**src/rtl/asram_pkg.sv**
```systemverilog
package asram_pkg;

  typedef enum logic [2:0] {
    S_IDLE,
    S_RD,
    S_WSU,
    S_WPL,
    S_WTL,
    S_RET,
    S_RECOV
  } phase_t;

  function automatic int ceil_div(input int n, input int d);
    return (n + d - 1) / d;
  endfunction

  function automatic int imax(input int a, input int b);
    return (a > b) ? a : b;
  endfunction

  // minimum write-enable low time per speed grade
  function automatic int grade_wp_ns(input int g);
    if (g <= 45) return 35;
    else if (g <= 55) return 40;
    else return 50;
  endfunction

  // minimum data valid before end of write per speed grade
  function automatic int grade_dsu_ns(input int g);
    return (g <= 55) ? 25 : 30;
  endfunction

  // output-enable to valid data per speed grade
  function automatic int grade_oe_ns(input int g);
    return (g <= 55) ? 25 : 35;
  endfunction

endpackage

```
**src/rtl/asram_phase_cnt.sv**
```systemverilog
module asram_phase_cnt #(
  parameter int W = 4
) (
  input  logic         clk,
  input  logic         rst_n,
  input  logic         load,
  input  logic [W-1:0] load_val,
  output logic         zero
);
  logic [W-1:0] cnt_q;

  always_ff @(posedge clk) begin
    if (!rst_n)             cnt_q <= '0;
    else if (load)          cnt_q <= load_val;
    else if (cnt_q != '0)   cnt_q <= cnt_q - 1'b1;
  end

  assign zero = (cnt_q == '0);

  AST_CNT_STEP: assert property (@(posedge clk) disable iff (!rst_n)
    (!load && cnt_q != '0) |=> (cnt_q == $past(cnt_q) - 1'b1));
endmodule

```
**src/rtl/asram_fsm.sv**
```systemverilog
module asram_fsm
  import asram_pkg::*;
#(
  parameter int CLK_NS   = 20,
  parameter int GRADE_NS = 45,
  parameter int RECOV_W  = 8
) (
  input  logic               clk,
  input  logic               rst_n,
  input  logic               req_valid,
  input  logic               req_write,
  input  logic               ret_req,
  input  logic [RECOV_W-1:0] cfg_recov,
  output phase_t             state_d,
  output logic               req_ready,
  output logic               ret_ack,
  output logic               capture
);
  localparam int RC_CYC   = imax(1, ceil_div(GRADE_NS, CLK_NS));
  localparam int RD_CYC   = imax(RC_CYC, imax(1, ceil_div(grade_oe_ns(GRADE_NS), CLK_NS)));
  localparam int WP_CYC   = imax(1, imax(ceil_div(grade_wp_ns(GRADE_NS), CLK_NS),
                                         ceil_div(grade_dsu_ns(GRADE_NS), CLK_NS)));
  localparam int TAIL_CYC = imax(1, RC_CYC - WP_CYC - 1);
  localparam int MAXLEN   = imax(imax(RD_CYC, WP_CYC), imax(TAIL_CYC, (1 << RECOV_W) + RC_CYC));
  localparam int CNT_W    = $clog2(MAXLEN + 1);

  localparam logic [CNT_W-1:0] RD_LD   = CNT_W'(RD_CYC - 1);
  localparam logic [CNT_W-1:0] WP_LD   = CNT_W'(WP_CYC - 1);
  localparam logic [CNT_W-1:0] TAIL_LD = CNT_W'(TAIL_CYC - 1);
  localparam logic [CNT_W-1:0] RC_LEN  = CNT_W'(RC_CYC);

  phase_t           state_q;
  logic             cnt_load;
  logic [CNT_W-1:0] cnt_val;
  logic             cnt_zero;
  logic [CNT_W-1:0] rec_len;

  assign rec_len = (CNT_W'(cfg_recov) > RC_LEN) ? CNT_W'(cfg_recov) : RC_LEN;

  always_comb begin
    state_d  = state_q;
    cnt_load = 1'b0;
    cnt_val  = '0;
    unique case (state_q)
      S_IDLE: begin
        if (ret_req) begin
          state_d = S_RET;
        end else if (req_valid) begin
          if (req_write) begin
            state_d = S_WSU;
          end else begin
            state_d  = S_RD;
            cnt_load = 1'b1;
            cnt_val  = RD_LD;
          end
        end
      end
      S_RD:    if (cnt_zero) state_d = S_IDLE;
      S_WSU: begin
        state_d  = S_WPL;
        cnt_load = 1'b1;
        cnt_val  = WP_LD;
      end
      S_WPL: begin
        if (cnt_zero) begin
          state_d  = S_WTL;
          cnt_load = 1'b1;
          cnt_val  = TAIL_LD;
        end
      end
      S_WTL:   if (cnt_zero) state_d = S_IDLE;
      S_RET: begin
        if (!ret_req) begin
          state_d  = S_RECOV;
          cnt_load = 1'b1;
          cnt_val  = rec_len - 1'b1;
        end
      end
      S_RECOV: if (cnt_zero) state_d = S_IDLE;
      default: state_d = S_IDLE;
    endcase
  end

  always_ff @(posedge clk) begin
    if (!rst_n) state_q <= S_IDLE;
    else        state_q <= state_d;
  end

  asram_phase_cnt #(.W(CNT_W)) u_cnt (
    .clk      (clk),
    .rst_n    (rst_n),
    .load     (cnt_load),
    .load_val (cnt_val),
    .zero     (cnt_zero)
  );

  assign req_ready = (state_q == S_IDLE) && !ret_req;
  assign ret_ack   = (state_q == S_RET);
  assign capture   = (state_q == S_RD) && cnt_zero;

  AST_WP_HELD: assert property (@(posedge clk) disable iff (!rst_n)
    (state_q == S_WPL && !cnt_zero) |=> (state_q == S_WPL));
  AST_RD_HELD: assert property (@(posedge clk) disable iff (!rst_n)
    (state_q == S_RD && !cnt_zero) |=> (state_q == S_RD));
  AST_RECOV_HELD: assert property (@(posedge clk) disable iff (!rst_n)
    (state_q == S_RECOV && !cnt_zero) |=> (state_q == S_RECOV && !req_ready));
  AST_RET_WAITS: assert property (@(posedge clk) disable iff (!rst_n)
    (ret_req && state_q == S_RD) |=> (state_q != S_RET));
endmodule

```
**src/rtl/asram_pins.sv**
```systemverilog
module asram_pins
  import asram_pkg::*;
#(
  parameter int ADDR_W = 18,
  parameter int DATA_W = 8
) (
  input  logic              clk,
  input  logic              rst_n,
  input  logic              accept,
  input  phase_t            state_d,
  input  logic              capture,
  input  logic [ADDR_W-1:0] req_addr,
  input  logic [DATA_W-1:0] req_wdata,
  input  logic [DATA_W-1:0] mem_dq_in,
  output logic [ADDR_W-1:0] mem_addr,
  output logic              mem_cs_n,
  output logic              mem_cs,
  output logic              mem_oe_n,
  output logic              mem_we_n,
  output logic [DATA_W-1:0] mem_dq_out,
  output logic              mem_dq_oe,
  output logic              rsp_valid,
  output logic [DATA_W-1:0] rsp_rdata
);
  logic sel_d, oe_d, we_d, drv_d;

  always_comb begin
    sel_d = 1'b0;
    oe_d  = 1'b0;
    we_d  = 1'b0;
    drv_d = 1'b0;
    unique case (state_d)
      S_RD:  begin sel_d = 1'b1; oe_d = 1'b1; end
      S_WSU: sel_d = 1'b1;
      S_WPL: begin sel_d = 1'b1; we_d = 1'b1; drv_d = 1'b1; end
      S_WTL: sel_d = 1'b1;
      default: ;
    endcase
  end

  always_ff @(posedge clk) begin
    if (!rst_n) begin
      mem_cs_n  <= 1'b1;
      mem_cs    <= 1'b0;
      mem_oe_n  <= 1'b1;
      mem_we_n  <= 1'b1;
      mem_dq_oe <= 1'b0;
    end else begin
      mem_cs_n  <= !sel_d;
      mem_cs    <= sel_d;
      mem_oe_n  <= !oe_d;
      mem_we_n  <= !we_d;
      mem_dq_oe <= drv_d;
    end
  end

  always_ff @(posedge clk) begin
    if (!rst_n) begin
      mem_addr   <= '0;
      mem_dq_out <= '0;
    end else if (accept) begin
      mem_addr   <= req_addr;
      mem_dq_out <= req_wdata;
    end
  end

  always_ff @(posedge clk) begin
    if (!rst_n) begin
      rsp_valid <= 1'b0;
      rsp_rdata <= '0;
    end else begin
      rsp_valid <= capture;
      if (capture) rsp_rdata <= mem_dq_in;
    end
  end

  AST_DRIVE_WE: assert property (@(posedge clk) disable iff (!rst_n)
    mem_dq_oe |-> !mem_we_n);
  AST_NO_FIGHT: assert property (@(posedge clk) disable iff (!rst_n)
    !mem_oe_n |-> (mem_we_n && !mem_dq_oe));
  AST_ADDR_HOLD: assert property (@(posedge clk) disable iff (!rst_n)
    (!mem_cs_n && $past(!mem_cs_n)) |-> $stable(mem_addr));
  AST_DATA_HOLD: assert property (@(posedge clk) disable iff (!rst_n)
    (!mem_we_n && $past(!mem_we_n)) |-> $stable(mem_dq_out));
  AST_SEL_PAIR: assert property (@(posedge clk) disable iff (!rst_n)
    (mem_cs_n != mem_cs));
  AST_STROBE_SEL: assert property (@(posedge clk) disable iff (!rst_n)
    (!mem_oe_n || !mem_we_n) |-> !mem_cs_n);
endmodule

```
**src/rtl/asram_ctrl.sv**
```systemverilog
module asram_ctrl
  import asram_pkg::*;
#(
  parameter int ADDR_W   = 18,
  parameter int DATA_W   = 8,
  parameter int CLK_NS   = 20,
  parameter int GRADE_NS = 45,
  parameter int RECOV_W  = 8
) (
  input  logic               clk,
  input  logic               rst_n,
  input  logic               req_valid,
  output logic               req_ready,
  input  logic               req_write,
  input  logic [ADDR_W-1:0]  req_addr,
  input  logic [DATA_W-1:0]  req_wdata,
  output logic               rsp_valid,
  output logic [DATA_W-1:0]  rsp_rdata,
  input  logic               ret_req,
  output logic               ret_ack,
  input  logic [RECOV_W-1:0] cfg_recov,
  output logic [ADDR_W-1:0]  mem_addr,
  output logic               mem_cs_n,
  output logic               mem_cs,
  output logic               mem_oe_n,
  output logic               mem_we_n,
  output logic [DATA_W-1:0]  mem_dq_out,
  output logic               mem_dq_oe,
  input  logic [DATA_W-1:0]  mem_dq_in
);
  phase_t state_d;
  logic   capture;
  logic   accept;

  assign accept = req_valid && req_ready;

  asram_fsm #(
    .CLK_NS   (CLK_NS),
    .GRADE_NS (GRADE_NS),
    .RECOV_W  (RECOV_W)
  ) u_fsm (
    .clk       (clk),
    .rst_n     (rst_n),
    .req_valid (req_valid),
    .req_write (req_write),
    .ret_req   (ret_req),
    .cfg_recov (cfg_recov),
    .state_d   (state_d),
    .req_ready (req_ready),
    .ret_ack   (ret_ack),
    .capture   (capture)
  );

  asram_pins #(
    .ADDR_W (ADDR_W),
    .DATA_W (DATA_W)
  ) u_pins (
    .clk        (clk),
    .rst_n      (rst_n),
    .accept     (accept),
    .state_d    (state_d),
    .capture    (capture),
    .req_addr   (req_addr),
    .req_wdata  (req_wdata),
    .mem_dq_in  (mem_dq_in),
    .mem_addr   (mem_addr),
    .mem_cs_n   (mem_cs_n),
    .mem_cs     (mem_cs),
    .mem_oe_n   (mem_oe_n),
    .mem_we_n   (mem_we_n),
    .mem_dq_out (mem_dq_out),
    .mem_dq_oe  (mem_dq_oe),
    .rsp_valid  (rsp_valid),
    .rsp_rdata  (rsp_rdata)
  );

  AST_RET_DESEL: assert property (@(posedge clk) disable iff (!rst_n)
    ret_ack |-> (mem_cs_n && !mem_cs));
  AST_ACCEPT_SELECTS: assert property (@(posedge clk) disable iff (!rst_n)
    accept |=> !mem_cs_n);
  AST_RSP_AFTER_READ: assert property (@(posedge clk) disable iff (!rst_n)
    rsp_valid |-> ($past(!mem_oe_n) && !$past(rsp_valid)));
endmodule

```
**config.mk**
```make
export PLATFORM = sky130hd
export DESIGN_NAME = asram_ctrl
export DESIGN_NICKNAME = d
export VERILOG_FILES = /design/src/rtl/asram_pkg.sv /design/src/rtl/asram_phase_cnt.sv /design/src/rtl/asram_fsm.sv /design/src/rtl/asram_pins.sv /design/src/rtl/asram_ctrl.sv
export SDC_FILE = /design/constraint.sdc
export NUM_CORES = 1
export LEC_CHECK = 0
export BUFFER_PORTS_ARGS = -buffer_cell sky130_fd_sc_hd__buf_4
export CAP_MARGIN = 20
export CELL_PAD_IN_SITES_DETAIL_PLACEMENT = 1
export CELL_PAD_IN_SITES_GLOBAL_PLACEMENT = 2
export CORE_UTILIZATION = 30
export CTS_BUF_LIST = sky130_fd_sc_hd__clkbuf_4
export CTS_CLUSTER_SIZE = 28
export DETAILED_ROUTE_END_ITERATION = 8
export GPL_TIMING_DRIVEN = 0
export PLACE_DENSITY = 0.88
export REMOVE_ABC_BUFFERS = 1
export SKIP_CTS_REPAIR_TIMING = 1
export SYNTH_ARGS = -nofsm -noshare
export SYNTH_HDL_FRONTEND = slang
export SYNTH_SLANG_ARGS = --single-unit
```
**constraint.sdc**
```tcl
create_clock -name clk -period 4.3 [get_ports clk]
set_input_delay 0.43 -clock clk [delete_from_list [all_inputs] [get_ports clk]]
set_output_delay 0.43 -clock clk [all_outputs]
set_load 0.02 [all_outputs]
```
# == Word level (Yosys, flattened, before mapping) ==
# Cells that the tools add are included.
# op_classes
addsub,2
multipliers,0
div_mod_pow,0
n_lt_le_gt_ge,1
eq_ne,10
n_shift,0
muxes,24
bitwise,0
n_reduce_logical,13
# op_table
cell,n
$mux W9,5
$pmux W9 S3,1
$sub A9 B1 Y9 const B,2
$mux W3,5
$pmux W3 S5,1
$eq A3 B2 Y1 const B,4
$eq A3 B3 Y1 const B,4
$logic_not A9 Y1,1
$reduce_bool A9 Y1,1
$gt A8 B2 Y1 const B,1
$mux W1,8
$mux W8,1
$eq A3 B1 Y1 const B,2
$logic_not A1 Y1,4
$mux W2,2
$pmux W1 S4,1
$reduce_or A4 Y1,1
$logic_and A1 B1 Y1,3
$logic_not A3 Y1,1
$reduce_or A3 Y1,1
$reduce_bool A2 Y1,1
# word_totals
register_bits,52
latchBits,0
ramBits,0
rom_bits,0
word_cells,61
n_memories,0

# == Depth between registers and ports, before layout ==
# Gate-level depths: netlist (run 1).
# depth
word_depth,8
depth_mapped,8
depth_no_buf,8

# == By module ==
# A second synthesis (run 1) with hierarchy kept.
# hier_totals
hier_cells,253
hier_area_um2,2462.4
# modules_own_cells
module,n_inst,cells_each,area_each_um2,seq_area_each_um2
asram_pins,1,124,1486.4,800.8
asram_phase_cnt,1,62,511.7,180.2
asram_fsm,1,66,457.9,60.1
asram_ctrl,1,1,6.3,0.0

# == Least setup slack after synthesis (run 1) ==
# OpenSTA, ideal clock, no wires.
# synth_timing
path_kind,register -> register
start,register u_fsm.state_q[2]
end,register u_pins.mem_addr[0]
setup_ns,0.132
t_arrival_ns,2.027
required_ns,4.168
path_slack_ns,2.140
stages_incl_launch_ff,7
path_buffers,2
synth_period_minus_slack_ns,2.160
path_cell_list,dfxtp_1 > clkbuf_1 > nor4_1 > nand2_1 > clkbuf_1 > nand2_1 > a21oi_1
# synth_between
elab_chain_cells,3
# synth_rtl
element,line,rtl
"start, declared",asram_fsm.sv:32,phase_t state_q;
"start signal, assigned",asram_fsm.sv:86,else state_q <= state_d;
$logic_not A3 Y1,asram_fsm.sv:97,assign req_ready = (state_q == S_IDLE) && !ret_req;
$logic_and A1 B1 Y1,asram_fsm.sv:97,
named net req_ready,asram_ctrl.sv:13,"output logic req_ready,"
$logic_and A1 B1 Y1,asram_ctrl.sv:35,assign accept = req_valid && req_ready;
"end signal, assigned",asram_pins.sv:62,mem_addr <= req_addr;
"end, declared",asram_pins.sv:15,"output logic [ADDR_W-1:0] mem_addr,"
# The timed path passes the listed nets, and every way through them passes these cells.
# A chain may end at the register's enable or synchronous reset.

# == Worst setup path after layout (run 1) ==
# layout_timing
start,register u_fsm.state_q[2]
end,register u_fsm.u_cnt.cnt_q[1]
# layout_between
elab_chain_cells,3
word_cells_on_any_way,8
# layout_rtl
element,line,rtl
$eq A3 B3 Y1 (tied with other cells),asram_fsm.sv:44,unique case (state_q)
$pmux W1 S4 / $pmux W9 S3 (equally long branches),asram_fsm.sv:44,
$mux W9 / $reduce_bool A2 Y1 (equally long branches),n/a,
"end signal, assigned",asram_phase_cnt.sv:14,else if (load) cnt_q <= load_val;
"end signal, assigned",asram_phase_cnt.sv:15,else if (cnt_q != '0) cnt_q <= cnt_q - 1'b1;
"end, declared",asram_phase_cnt.sv:10,logic [W-1:0] cnt_q;
# Several ways; a longest one is shown, not always the timed one.

==> results.json, run 1 <==
{
  "cts.clk_slew.worst_paths_ps": 140,
  "endpoint_kind": "flip-flop",
  "fin_ws_ps": 2044,
  "p_seq_share_pct": 38.3,
  "intPower_mw": 1.067,
  "final.setup_skew_ps": 9.410,
  "routed_via_density": 4.866,
  "critPathLaunchType": "flip-flop",
  "die_h_um": 90.15,
  "drc": 0,
  "drive_gt1_share_pct": 28.02,
  "drv_cap": 0,
  "timing.final.max_slew_violations": 0,
  "multi_input_area_sq_um": 1225,
  "synth_area_sq_um": 2331,
  "yosys_warnings": 0,
  "register_area_sq_um": 1041,
  "min_period_ps": 2256,
  "grt.overflow.total": 0,
  "pwr-share-clk_pct": 15.0,
  "min_path_type": "in2reg",
  "antenna_cells": 0,
  "tns_ps": 0,
  "core_sq_um": 7370,
  "rsz0062_at_grt": "no",
  "post-route-util_pct": 42.84,
  "first_iter_violations": 61,
  "fmax_mhz": 443.2,
  "cellPowerDensity_nw_per_um2": 558.8,
  "leakage_nw": 1.377,
  "grt_max_degree": 29,
  "grt_pass1_wl_um": 10470,
  "postSynthCellCount": 282,
  "path_cells": "nor4_1, nand2_1, o22ai_1, a21oi_1, nor2_1",
  "status": "finished, final reports clean",
  "ys_types": 48,
  "io_buffer_count": 88,
  "cp-startpoint": "u_fsm.state_q[2]",
  "p_sw_mw": 0.6971,
  "cts_sinks": 52,
  "power_frac_comb_pct": 46.7,
  "worst_pin_slew_ps": 939.9,
  "antenna_left": 0,
  "synth_top_flop_cell": "dfxtp_1",
  "antenna_found_initial": 0,
  "grt_pass1_vias": 2212,
  "r2r_slack_ps": 2040,
  "track_usage_pct": 16.03,
  "avgRoutedWirePerCell_um": 14.24,
  "synth-seq-area-share_pct": 44.66,
  "path_max_fanout": 27,
  "clkLatencyLatePin_ps": 370,
  "hold_violations": 0,
  "nets": 415,
  "cts_max_level": 2,
  "place_congestion": 0.7328,
  "synth-edff-count": 0,
  "avgSynthCellArea_sq_um": 8.266,
  "worstPathRequired_ps": 4610,
  "cts-root-buf": "clkbuf_4",
  "dr.pass1.iters": 4,
  "cts_tree": "done",
  "via_count": 2253,
  "rows": 31,
  "ys_ff_latch": 52,
  "hold_slack_ps": 278.2,
  "die_x_um": 90.15,
  "total_power_mw": 1.764,
  "critPathCapture": "u_fsm.u_cnt.cnt_q[1]",
  "ir_worst_vdd_uv": 167.8,
  "min_period_over_period_pct": 52.47,
  "slowest_stage": "nand2_1",
  "p_sw_share_pct": 39.52,
  "maxSlewHeadroom_pct": 36.86,
  "cts_buffers": 5,
  "finalSetupViolations": 0,
  "max_stage_delay_ps": 670,
  "drt_wl_total_um": 6591,
  "area_growth_pct": 35.43,
  "fillers": 891,
  "r2r-start": "u_fsm.state_q[2]",
  "path_class": "reg2reg",
  "initial_utilization_pct": 31.63,
  "rr_worst_depth": 5,
  "async_flop_share_pct": 0,
  "hpwl_um": 4993,
  "dp_slack_ps": 1908,
  "die_area_sq_um": 8126,
  "critPathArrivalTime_ps": 2560,
  "cts_buffer_depth": 2,
  "pin_count": 89,
  "r2r_end": "u_fsm.u_cnt.cnt_q[1]"
}
-- stage by stage --
step / std cells / area (sq um)
after floorplan: 269 / 2277
after global placement: 456 / 3062
after detailed placement: 457 / 3089
after CTS: 463 / 3157
after global routing: 463 / 3157
final: 463 / 3157
-- per-layer routing --
| layer | vias to the layer above | part of all wire (%) | GRT usage, % |
|---|---|---|---|
| li1 | 1130 | - | - |
| met1 | 1056 | 43 | 18.85 |
| met2 | 61 | 48 | 27.16 |
| met3 | 6 | 7.2 | 4.569 |
| met4 | 0 | 1.5 | 6.855 |
| met5 | - | 0 | 0 |
-- worst min path at each step --
stage / depth (start not counted) / startpoint / endpoint / slack [ps]
2_1_floorplan: 1 / rst_n / u_pins.mem_cs_n / 500
3_3_place_gp: 2 / u_pins.mem_addr[6] / u_pins.mem_addr[6] / 440
3_5_place_dp: 2 / u_pins.mem_dq_out[5] / u_pins.mem_dq_out[5] / 450
4_1_cts: 2 / rst_n / u_pins.mem_cs_n / 260
5_1_grt: 3 / req_addr[0] / u_pins.mem_addr[0] / 270
6_report: 2 / rst_n / u_pins.mem_cs_n / 280
-- cell type report --
class,count,area share (%)
timing repair buffer,89,21.80
tap,99,3.924
multi-input combinational,214,38.80
clock inverter,1,0.9512
clock buffer,5,1.189
inverter,3,0.3567
sequential,52,32.98
-- synth_stat cells (4+ instances only) --
master	number	area share [%]
a21oi_1	33	7.1
and2_1	5	1.3
buf_2	4	0.86
clkbuf_1	9	1.4
dfxtp_1	52	45
mux2i_1	8	3.4
nand2_1	64	10
nand3b_1	4	1.3
nor2_1	28	4.5
nor3_1	5	1.1
nor3b_1	4	1.3
o21ai_0	6	1.3
xnor2_1	4	1.5
xor2_1	5	1.9
-- sequential cells by signal, summed over array words and instances (netlist names) --
name               flops
u_pins.rsp_valid       1
u_pins.mem_oe_n        1
u_pins.mem_cs_n        1
u_fsm.u_cnt.cnt_q      9
u_pins.mem_cs          1
u_pins.mem_dq_oe       1
u_pins.mem_addr       18
u_pins.rsp_rdata       8
u_pins.mem_dq_out      8
u_pins.mem_we_n        1
u_fsm.state_q          3
-- cells by family after synthesis --
group	Yosys count	share of synthesized area, %
buf+inv	16	2.791
simple gates	135	28.45
xor+xnor	9	3.381
flops	52	44.66
mux	8	3.435
fa+ha+maj	3	1.610
compound gates	59	15.67
-- power groups by stage --
stage               clock, mW  sequential (mW)  combinational (mW)
global placement            0            0.683               0.811
global route            0.287            0.692               0.911
detailed placement          0            0.687               0.828
finish                  0.264            0.676               0.824
floorplan                   0            0.724               0.523
CTS                     0.275            0.676               0.835
-- cells in the final DEF (no fill, tap or decap), types with 3 or more instances in the layout --
master / netlist / layout
buf_4: 0 / 88
nand2_1: 64 / 64
dfxtp_1: 52 / 52
a21oi_1: 33 / 33
nor2_1: 28 / 28
mux2i_1: 8 / 8
o21ai_0: 6 / 6
nor3_1: 5 / 5
and2_1: 5 / 5
xor2_1: 5 / 5
clkbuf_4: 0 / 5
nand3b_1: 4 / 4
nor3b_1: 4 / 4
xnor2_1: 4 / 4
or3_1: 3 / 3
nor2b_1: 3 / 3
inv_1: 3 / 3
nand3_1: 3 / 3
nand2b_1: 3 / 3
a2bb2oi_1: 3 / 3
ha_1: 3 / 3
-- worst max-delay path: cells and delay by family (launching register included) --
kind / cells / cell delay [ps]
AOI/OAI and AO/OA: 2 / 500
and+or+nand+nor: 3 / 1250
DFF: 1 / 430
(Power assumes the default switching activity.)
==> inputs of run 2 (changes only) <==
- CORE_UTILIZATION: 30 -> 28
- PLACE_DENSITY: 0.88 -> 0.83
- clock period: 4.3 -> 2.35 ns (I/O delays scaled with it)
==> results.json, run 2 (synthesis gave the netlist of run 1 again) <==
{
  "top_regs": "u_pins.mem_addr (18), u_fsm.u_cnt.cnt_q (9)",
  "io_buffer_count": 88,
  "area_growth_pct": 37.47,
  "ir_worst_vdd_uv": 445.6,
  "track_usage_pct": 16.50,
  "min_path_type": "in2reg",
  "grt.overflow.total": 0,
  "final_cell_mix": "90 x buf_4, 63 x nand2_1, 52 x dfxtp_1",
  "hold_violations": 0,
  "pin_count": 89,
  "antenna_cells": 0,
  "cts_tree": "done",
  "finalSetupViolations": 0,
  "nets": 417,
  "initial_utilization_pct": 29.55,
  "drt_wl_total_um": 6915,
  "core_sq_um": 7888,
  "worstPathRequired_ps": 2650,
  "min_period_over_period_pct": 91.76,
  "path_class": "reg2reg",
  "rows": 32,
  "worst_pin_slew_ps": 906.7,
  "critPathArrivalTime_ps": 2460,
  "fin_ws_ps": 193.6,
  "avgRoutedWirePerCell_um": 14.71,
  "clkLatencyLatePin_ps": 380,
  "status": "finished, final reports clean",
  "endpoint_kind": "flip-flop",
  "r2r-start": "u_fsm.u_cnt.cnt_q[0]",
  "fillers": 962,
  "hpwl_um": 5088,
  "cts_buffer_depth": 2,
  "dp_slack_ps": 16.37,
  "place_congestion": 0.8204,
  "routed_via_density": 4.872,
  "grt_pass1_vias": 2376,
  "final.setup_skew_ps": 8.013,
  "cts_buffers": 5,
  "leakage_nw": 1.403,
  "top_register": "u_pins.mem_addr",
  "die_x_um": 93.24,
  "via_count": 2290,
  "register_area_sq_um": 1041,
  "min_from": "rst_n",
  "cts-root-buf": "clkbuf_4",
  "critPathLaunchType": "flip-flop",
  "path_max_fanout": 7,
  "antenna_left": 0,
  "final_common_cell": "buf_4",
  "worstHoldEndpoint": "u_pins.mem_cs_n",
  "grt_max_degree": 28,
  "post-route-util_pct": 40.63,
  "drive_gt1_share_pct": 29.35,
  "r2r_end": "u_pins.mem_cs",
  "die_h_um": 93.24,
  "cts.clk_slew.worst_paths_ps": 160,
  "path_cells": "inv_1, ha_1, or4b_4, o21ai_1, a32oi_1, or3_1, and3_1",
  "dr.pass1.iters": 4,
  "max_stage_delay_ps": 530,
  "r2r_slack_ps": 190,
  "rr_worst_depth": 7,
  "drc": 0,
  "maxSlewHeadroom_pct": 39.09,
  "largest_register_ffs": 18,
  "min_period_ps": 2156,
  "fmax_mhz": 463.7,
  "grt_pass1_wl_um": 11410,
  "cts_max_level": 2,
  "die_area_sq_um": 8694,
  "cts_sinks": 52,
  "slowest_stage": "or4b_4",
  "timing.final.max_slew_violations": 0,
  "multi_input_area_sq_um": 1237,
  "cellPowerDensity_nw_per_um2": 1048,
  "hold_depth": 2,
  "first_iter_violations": 47,
  "drv_cap": 0,
  "antenna_found_initial": 0
}
==> run 2: cell types whose count changed in the layout (fill, tap and decap cells not counted) <==
cell,previous run,this run
buf_4,88,90
and2_1,5,4
and2_2,1,2
clkbuf_4,5,6
inv_6,0,1
nand2_1,64,63
nand2_2,0,1
nor4b_2,1,0
nor4b_4,0,1
==> run 2: how the worst max path moves through the flow <==
stage | start | to
2_1_floorplan | u_fsm.state_q[0] | u_fsm.u_cnt.cnt_q[1]
3_3_place_gp | u_fsm.state_q[2] | u_fsm.u_cnt.cnt_q[1]
3_5_place_dp | u_fsm.state_q[2] | u_fsm.u_cnt.cnt_q[1]
4_1_cts | u_fsm.state_q[2] | u_fsm.u_cnt.cnt_q[1]
5_1_grt | u_fsm.u_cnt.cnt_q[0] | u_fsm.u_cnt.cnt_q[2]
6_report | u_fsm.u_cnt.cnt_q[0] | u_pins.mem_cs
==> run 2: stage by stage <==
stage                     cells  instance area (sq um)  hold WS [ps]  total power, mW  setup TNS [ps]
after floorplan             269                   2277         306.8            2.283               0
after global placement      459                   3065         443.2            2.750          -20.90
after detailed placement    460                   3093         447.1            2.793               0
after CTS                   468                   3177         53.30            3.354          -43.42
after global routing        470                   3204         41.87            3.612          -8.914
final                       470                   3204         71.00            3.357               0
==> run 2: worst max-delay path: cells and delay by family, from the launching register on <==
family / cells / cell delay [ps]
DFF: 1 / 420
adders and majority gates: 1 / 180
and+or+nand+nor: 3 / 1100
AOI/OAI and AO/OA: 2 / 260
buffers and inverters: 1 / 120
==> run 2: per-layer routing <==
layer  routed length (um)  vias to the layer above  track usage, %  share of wire, %
met5                    0                        -               0                 0
met1                 3057                     1088           20.85                44
met3                  349                       12           4.065               5.0
met4                  134                        0           5.769               1.9
li1                     -                     1134               -                 -
met2                 3373                       56           27.27                49
==> run 2: report_power, final <==
| group | internal, mW | switching [mW] | total [mW] |
|---|---|---|---|
| registers | 1.05 | 0.200 | 1.26 |
| clock network | 0.241 | 0.305 | 0.546 |
| logic | 0.712 | 0.844 | 1.56 |
==> run 2: area by class of cell <==
type | count | area share (%)
multi-input cells | 214 | 38.62
flip-flops and latches | 52 | 32.49
repair buffers | 91 | 21.94
well taps | 102 | 3.983
clock buffers | 6 | 1.406
clock inverters | 2 | 1.210
inverters | 3 | 0.3514
==> inputs of run 3 (changes only) <==
- MAX_ROUTING_LAYER: not set -> met4
==> results.json, run 3 (synthesis gave the netlist of run 1 again) <==
{
  "cts_buffers": 5,
  "final_common_cell": "buf_4",
  "pwr-share-clk_pct": 16.3,
  "cts_buffer_depth": 2,
  "track_usage_pct": 16.96,
  "drc": 0,
  "cts.clk_slew.worst_paths_ps": 160,
  "die_x_um": 93.24,
  "largest_register_ffs": 18,
  "final.setup_skew_ps": 6.842,
  "dpl_cell_area_sq_um": 3093,
  "maxSlewHeadroom_pct": 39.05,
  "critPathArrivalTime_ps": 2450,
  "min_period_ps": 2158,
  "place_congestion": 0.8327,
  "io_buffer_count": 88,
  "via_count": 2297,
  "fin_area_sq_um": 3204,
  "top_regs": "u_pins.mem_addr (18), u_fsm.u_cnt.cnt_q (9)",
  "nets": 417,
  "path_max_fanout": 7,
  "finalSetupViolations": 0,
  "dp_slack_ps": 16.37,
  "p_sw_mw": 1.351,
  "core_sq_um": 7888,
  "antenna_left": 0,
  "pin_count": 89,
  "dr.pass1.iters": 4,
  "p_seq_share_pct": 37.4,
  "status": "finished, final reports clean",
  "antenna_found_initial": 0,
  "drt_wl_total_um": 6885,
  "worstPathRequired_ps": 2650,
  "clkLatencyLatePin_ps": 370,
  "path_cells": "inv_1, ha_1, or4b_4, o21ai_1, a32oi_1, or3_1, and3_1",
  "worst_pin_slew_ps": 907.3,
  "first_iter_violations": 54,
  "grt.overflow.total": 0,
  "min_path_type": "in2reg",
  "slowest_stage": "or4b_4",
  "cts_sinks": 52,
  "die_area_sq_um": 8694,
  "hpwl_um": 5088,
  "timing.final.max_slew_violations": 0,
  "avgRoutedWirePerCell_um": 14.65,
  "drv_cap": 0,
  "power_frac_comb_pct": 46.4,
  "rows": 32,
  "intPower_mw": 2.008,
  "grt_max_degree": 28,
  "crit_family": "simple AND/OR/NAND/NOR gates",
  "cts_tree": "done",
  "ir_worst_vdd_uv": 449.2,
  "leakage_nw": 1.403,
  "initial_utilization_pct": 29.55,
  "cts_max_level": 2,
  "antenna_cells": 0,
  "final_cell_mix": "90 x buf_4, 63 x nand2_1, 52 x dfxtp_1",
  "fin_ws_ps": 192.2,
  "cellPowerDensity_nw_per_um2": 1048,
  "drive_gt1_share_pct": 29.35,
  "area_growth_pct": 37.47,
  "die_h_um": 93.24,
  "cp.buffers_inverters": 1,
  "grt_pass1_vias": 2378,
  "critPathLaunchType": "flip-flop",
  "path_class": "reg2reg",
  "grt_pass1_wl_um": 11410,
  "cts-root-buf": "clkbuf_4",
  "p_sw_share_pct": 40.23,
  "min_period_over_period_pct": 91.82,
  "hold_slack_ps": 74.11,
  "top_register": "u_pins.mem_addr",
  "hold_violations": 0,
  "fmax_mhz": 463.4,
  "routed_via_density": 4.887,
  "max_stage_delay_ps": 530,
  "endpoint_kind": "flip-flop"
}
## run 3: per-stage QoR
stage / total power, mW / setup TNS [ps] / std cells / util [%]
floorplan: 2.283 / 0 / 269 / -
CTS: 3.354 / -43.42 / 468 / 40.28
detailed placement: 2.793 / 0 / 460 / 39.21
finish: 3.359 / 0 / 470 / 40.63
global route: 3.612 / -8.913 / 470 / 40.63
global placement: 2.750 / -20.90 / 459 / 38.86
## run 3: layer usage
metal,GRT usage (%),vias up,wire length (um)
met3,3.333,13,314
li1,-,1135,-
met5,-,-,0
met1,21.30,1092,3083
met4,5.769,0,132
met2,27.27,57,3354
## run 3: cell type report
type,count,area [sq um]
sequential,52,1041
clock buffer,6,45.04
multi-input combinational,214,1237
clock inverter,2,38.79
inverter,3,11.26
tap,102,127.6
fill,962,4683
timing repair buffer,91,703.2
## run 3: worst paths after layout
check,start,slack [ps],cells past startpoint,endpoint
setup reg to reg,u_fsm.u_cnt.cnt_q[0],190,7,u_pins.mem_cs
hold / removal,rst_n,70,2,u_pins.mem_cs_n
hold reg to reg,u_pins.mem_dq_out[5],470,2,u_pins.mem_dq_out[5]
setup / recovery,u_fsm.u_cnt.cnt_q[0],190,7,u_pins.mem_cs
## run 3: power groups by stage
| stage | clock [mW] | combinational (mW) | sequential [mW] |
|---|---|---|---|
| floorplan | 0 | 0.957 | 1.33 |
| global placement | 0 | 1.50 | 1.25 |
| detailed placement | 0 | 1.53 | 1.26 |
| CTS | 0.572 | 1.54 | 1.24 |
| global route | 0.607 | 1.72 | 1.28 |
| finish | 0.546 | 1.56 | 1.26 |
